--- src/rtl/iofwd_pkg.sv ---
package iofwd_pkg;
    localparam int unsigned ADDR_W     = 16;
    localparam int unsigned NUM_RANGES = 2;
    localparam int unsigned ISA_W      = 10;
    localparam int unsigned RIDX_W     = (NUM_RANGES > 1) ? $clog2(NUM_RANGES) : 1;

    typedef logic [ADDR_W-1:0] ioaddr_t;

    typedef struct packed {
        ioaddr_t lower;
        ioaddr_t upper;
        logic    enable;
    } io_window_t;

    typedef struct packed {
        logic              forward;
        logic [RIDX_W-1:0] idx;
    } io_decision_t;

    // Fold an expansion-card alias back into the ISA card window.
    function automatic ioaddr_t fold_isa(input ioaddr_t a);
        ioaddr_t r;
        r = a;
        if ((|a[ADDR_W-1:ISA_W]) && (|a[ISA_W-1:ISA_W-2]))
            r = {{(ADDR_W-ISA_W){1'b0}}, a[ISA_W-1:0]};
        return r;
    endfunction
endpackage

--- src/rtl/iofwd_alias_fold.sv ---
module iofwd_alias_fold
    import iofwd_pkg::*;
(
    input  logic    fold_on,
    input  ioaddr_t addr_in,
    output ioaddr_t addr_out
);
    assign addr_out = fold_on ? fold_isa(addr_in) : addr_in;
endmodule

--- src/rtl/iofwd_window_match.sv ---
module iofwd_window_match
    import iofwd_pkg::*;
(
    input  io_window_t win,
    input  ioaddr_t    addr,
    output logic       hit
);
    logic above_lower;
    logic below_upper;

    assign above_lower = (addr >= win.lower);
    assign below_upper = (addr <= win.upper);
    assign hit         = win.enable && above_lower && below_upper;
endmodule

--- src/rtl/iofwd_cfg_bank.sv ---
module iofwd_cfg_bank
    import iofwd_pkg::*;
(
    input  logic              clk,
    input  logic              rst,
    input  logic              alias_wr,
    input  logic              alias_wdata,
    input  logic              cfg_wr,
    input  logic [RIDX_W-1:0] cfg_sel,
    input  io_window_t        cfg_wdata,
    output logic              fold_on,
    output io_window_t        win_q [NUM_RANGES]
);
    always_ff @(posedge clk) begin
        if (rst)           fold_on <= 1'b0;
        else if (alias_wr) fold_on <= alias_wdata;
    end

    for (genvar g = 0; g < NUM_RANGES; g++) begin : g_win
        always_ff @(posedge clk) begin
            if (rst)
                win_q[g] <= '0;
            else if (cfg_wr && (cfg_sel == RIDX_W'(g)))
                win_q[g] <= cfg_wdata;
        end
    end
endmodule

--- src/rtl/io_range_fwd.sv ---
module io_range_fwd
    import iofwd_pkg::*;
(
    input  logic              clk,
    input  logic              rst,
    input  logic              alias_wr,
    input  logic              alias_wdata,
    input  logic              cfg_wr,
    input  logic [RIDX_W-1:0] cfg_sel,
    input  logic [ADDR_W-1:0] cfg_lower,
    input  logic [ADDR_W-1:0] cfg_upper,
    input  logic              cfg_enable,
    input  logic              req_valid,
    input  logic [ADDR_W-1:0] req_addr,
    output logic              dec_valid,
    output logic              dec_forward,
    output logic [RIDX_W-1:0] dec_range
);
    io_window_t             cfg_wdata;
    io_window_t             win_q [NUM_RANGES];
    logic                   fold_on;
    ioaddr_t                cmp_addr;
    logic [NUM_RANGES-1:0]  hit_vec;
    io_decision_t           dec_d;
    io_decision_t           dec_q;
    logic                   valid_q;

    assign cfg_wdata = '{lower: cfg_lower, upper: cfg_upper, enable: cfg_enable};

    iofwd_cfg_bank u_cfg (
        .clk         (clk),
        .rst         (rst),
        .alias_wr    (alias_wr),
        .alias_wdata (alias_wdata),
        .cfg_wr      (cfg_wr),
        .cfg_sel     (cfg_sel),
        .cfg_wdata   (cfg_wdata),
        .fold_on     (fold_on),
        .win_q       (win_q)
    );

    iofwd_alias_fold u_fold (
        .fold_on  (fold_on),
        .addr_in  (req_addr),
        .addr_out (cmp_addr)
    );

    for (genvar g = 0; g < NUM_RANGES; g++) begin : g_match
        iofwd_window_match u_match (
            .win  (win_q[g]),
            .addr (cmp_addr),
            .hit  (hit_vec[g])
        );
    end

    // Lowest-numbered window wins.
    always_comb begin
        dec_d = '0;
        for (int i = NUM_RANGES - 1; i >= 0; i--) begin
            if (hit_vec[i]) begin
                dec_d.forward = 1'b1;
                dec_d.idx     = RIDX_W'(i);
            end
        end
    end

    always_ff @(posedge clk) begin
        if (rst) begin
            valid_q <= 1'b0;
            dec_q   <= '0;
        end else begin
            valid_q <= req_valid;
            dec_q   <= req_valid ? dec_d : '0;
        end
    end

    assign dec_valid   = valid_q;
    assign dec_forward = dec_q.forward;
    assign dec_range   = dec_q.idx;


    valid_follow_chk: assert property (@(posedge clk) disable iff (rst)
        req_valid |=> dec_valid);

    valid_drop_chk: assert property (@(posedge clk) disable iff (rst)
        !req_valid |=> !dec_valid);

    fwd_needs_valid_chk: assert property (@(posedge clk) disable iff (rst)
        dec_forward |-> dec_valid);

    low_window_prio_chk: assert property (@(posedge clk) disable iff (rst)
        (req_valid && hit_vec[0]) |=> (dec_forward && dec_range == '0));

    miss_ignored_chk: assert property (@(posedge clk) disable iff (rst)
        (req_valid && hit_vec == '0) |=> !dec_forward);

    claim_enabled_chk: assert property (@(posedge clk) disable iff (rst)
        (dec_forward && dec_range == '0) |-> $past(win_q[0].enable));
endmodule

--- config.mk ---
export PLATFORM = sky130hd
export DESIGN_NAME = io_range_fwd
export DESIGN_NICKNAME = d
export VERILOG_FILES = /design/src/rtl/iofwd_pkg.sv /design/src/rtl/iofwd_alias_fold.sv /design/src/rtl/iofwd_window_match.sv /design/src/rtl/iofwd_cfg_bank.sv /design/src/rtl/io_range_fwd.sv
export SDC_FILE = /design/constraint.sdc
export NUM_CORES = 1
export LEC_CHECK = 0
export ABC_AREA = 0
export CORE_MARGIN = 2
export CORE_UTILIZATION = 30
export DETAILED_ROUTE_END_ITERATION = 10
export PLACE_DENSITY = 0.5
export SLEW_MARGIN = 20
export SYNTH_ARGS = -nofsm -noshare
export SYNTH_HDL_FRONTEND = slang
export SYNTH_SLANG_ARGS = --single-unit
--- constraint.sdc ---
create_clock -name clk -period 7.5 [get_ports clk]
set_input_delay 2.25 -clock clk [delete_from_list [all_inputs] [get_ports clk]]
set_output_delay 2.25 -clock clk [all_outputs]
set_load 0.005 [all_outputs]
==> impl_metrics.py <==
metrics = {
    "logic_synthesis": {
        "ys_warn_count": 0,
        "ys.flop_type": "dfxtp_1",
        "synth-edff-count": 0,
        "ys_top_cells_by_count": "nand2_1, a21oi_1, dfxtp_1",
        "synthCells": 531,
        "synth_area_um2": 4000,
        "syn-num-nets": 651,
        "async_flop_share_pct": 0,
        "ys_seq_elements": 70,
        "synth_top_area_cell": "dfxtp_1",
        "synthMostInstantiatedCell": "nand2_1",
        "yosysUniqueCellTypes": 34,
        "avgSynthCellArea_um2": 7.52,
        "seq_area_frac_synth_pct": 35.1,
        "synth.area.top_cells": "dfxtp_1, ha_1, nand2_1, a21oi_1, inv_1",
        "yosysTopAreaCellShare_pct": 35.1,
    },
    "cts": {
        "clk_latency_ns": 0.34,
        "cts_tree": "built",
        "clock_sinks": 70,
        "cts.repair.resized": 0,
        "clockRootBuffer": "clkbuf_16",
        "cts_hold_buf": 0,
        "path_clk_slew_ns": 0.06,
        "cts_buffers": 9,
        "cts_setup_buffers": 0,
        "cts_htree_levels": 3,
        "clock_path_buffers": 2,
    },
    "sta": {
        "fin_crit_sh_pct": 64.3,
        "max_freq_ghz": 0.207,
        "worst_hold_slack_ns": 0.454,
        "finalSetupTns_ns": 0,
        "fin_crit_ns": 4.82,
        "rsz0062_at_grt": "no",
        "setup_viol": 0,
        "finClkSkew_ns": 0.00670,
        "tightest_slew_ns": 0.890,
        "hold_viol_final": 0,
        "slew_viol_final": 0,
        "slew_headroom_pct": 40.5,
    },
    "pwr": {
        "leakagePower_nw": 1.94,
        "peakVddDrop_v": 0.000114,
        "p_per_area_nw_per_um2": 205,
    },
    "min_path": {
        "min_from": "u_cfg.win_q[38]",
        "hold_depth": 2,
        "hold_end": "u_cfg.win_q[38]",
        "hold_path.class": "reg -> reg",
    },
    "setup_path": {
        "r2r_setup_slack_ns": 4.94,
        "timing.critical_path.from": "req_addr[9]",
        "reg2reg_depth": 9,
        "worstReg2RegEnd": "dec_range",
        "startpoint_type": "primary input",
        "crit_fanout": 6,
        "reg2reg_from": "u_cfg.fold_on",
        "cp.arrival_ns": 5.11,
        "path_class": "in -> reg",
        "worst_setup_path_end_kind": "flop",
        "critPathRequiredTime_ns": 7.78,
    },
    "global_route": {
        "grt_pass1_wl_mm": 18.1,
        "antenna_found_initial": 0,
        "gr-total-overflow": 0,
        "grtUsageTotal_pct": 16.5,
        "grt_max_degree": 69,
        "grt_pass1_vias": 3575,
    },
    "detailed_routing": {
        "vias": 3532,
        "wl_mm": 11.0,
        "drt-vias-per-instance": 4.64,
        "dr.pass1.iters": 4,
        "ant_nets": 0,
        "post_drt_wl_per_cell_um": 14.4,
        "drc": 0,
        "dr.first_iter.drc_count": 193,
    },
    "placement": {
        "place.gp.congestion": 0.880,
        "dp_hpwl_mm": 8.08,
        "io_buffer_count": 58,
    },
    "floorplanning": {
        "die-height_um": 119,
        "rows": 42,
        "dieArea_um2": 14300,
        "ioPinCount": 59,
        "fp.dieW_um": 119,
        "start_util_pct": 30.4,
        "core_area_um2": 13100,
    },
    "job": {
        "maxCapViolCount": 0,
    },
    "status": {
        "status": "finished clean",
    },
    "final_layout": {
        "area_growth_pct": 27.1,
        "final_layout_size_suffix_gt1_share_pct": 4.27,
        "final_nets": 701,
        "antenna_cells": 0,
    },
}
## cell type report
type	count	area (µm²)
tap	176	220
inverter	64	240
sequential	70	1400
fill	1409	8060
multi-input combinational	375	2280
clock inverter	3	65.1
timing repair buffer	61	598
clock buffer	13	270
## flip-flops by register name, summed over array words and instances (netlist names)
signal / flops
u_cfg.win_q: 66
dec_valid: 1
dec_range: 1
u_cfg.fold_on: 1
dec_forward: 1
## critical path, cell delays in order
cell             delay [ns]
clkdlybuf4s50_1        0.51
o21ai_0                0.48
and2_1                 0.30
ha_1                   0.29
a21oi_1                0.14
o21ai_0                0.10
a221oi_1               0.30
nor2_1                 0.07
or4_4                  0.54
nor2b_2                0.12
## worst max-delay path by stage
| stage | to | slack, ns |
|---|---|---|
| finish | dec_range | 2.68 |
| global route | dec_range | 2.44 |
| CTS | dec_range | 2.70 |
| detailed placement | dec_range | 2.35 |
| global placement | dec_range | 2.45 |
| floorplan | dec_range | 3.25 |
## where the power goes
group          switching [mW]  leakage, nW  total [mW]  internal (mW)
sequential            0.00834        0.572       0.398          0.389
combinational          0.0916         1.20       0.168         0.0763
clock                   0.159        0.166       0.477          0.318
## stage by stage
stage | instance area [µm²] | power, mW | setup slack [ns] | util, % | cells
5_1_grt | 5080 | 1.10 | 2.44 | 38.6 | 762
6_report | 5080 | 1.04 | 2.68 | 38.6 | 762
2_1_floorplan | 4000 | 0.502 | 3.25 | - | 531
4_1_cts | 5080 | 1.06 | 2.70 | 38.6 | 762
3_3_place_gp | 4740 | 0.572 | 2.45 | 36.1 | 746
3_5_place_dp | 4740 | 0.574 | 2.35 | 36.1 | 746
## cell usage in the layout (no fill, tap or decap), drive strengths merged
cell / count
nand2: 148
a21oi: 94
dfxtp: 70
inv: 64
ha: 64
clkdlybuf4s50: 57
clkbuf: 13
nand4: 12
o21ai: 8
nor2: 8
and2: 7
nand3: 5
buf: 4
a21o: 3
nand2b: 3
nor2b: 3
nor3: 2
o221ai: 2
or3: 2
bufinv: 2
nor4: 2
mux2i: 1
a221o: 1
a211oi: 1
o311ai: 1
o2111ai: 1
a221oi: 1
o211ai: 1
a211o: 1
a31oi: 1
o21a: 1
o21bai: 1
or4: 1
clkinv: 1
## per-layer routing
layer  vias up  share of wire [%]  track usage (%)
met5         -                  0                0
met4         0                1.2             4.12
met3         8                4.5             5.22
met2        58                 48             28.0
met1      1607                 46             20.3
li1       1859                  -                -
## kinds of logic (layout without fill, tap and decap cells)
kind of cell | Yosys count | after routing | synth area share, %
DFF | 70 | 70 | 35.1
and+or+nand+nor | 193 | 193 | 20.7
muxes | 1 | 1 | 0.251
AOI/OAI and AO/OA | 117 | 117 | 15.8
adders and majority gates | 64 | 64 | 20.0
buffers and inverters | 86 | 141 | 8.08
(Power assumes the default switching activity.)
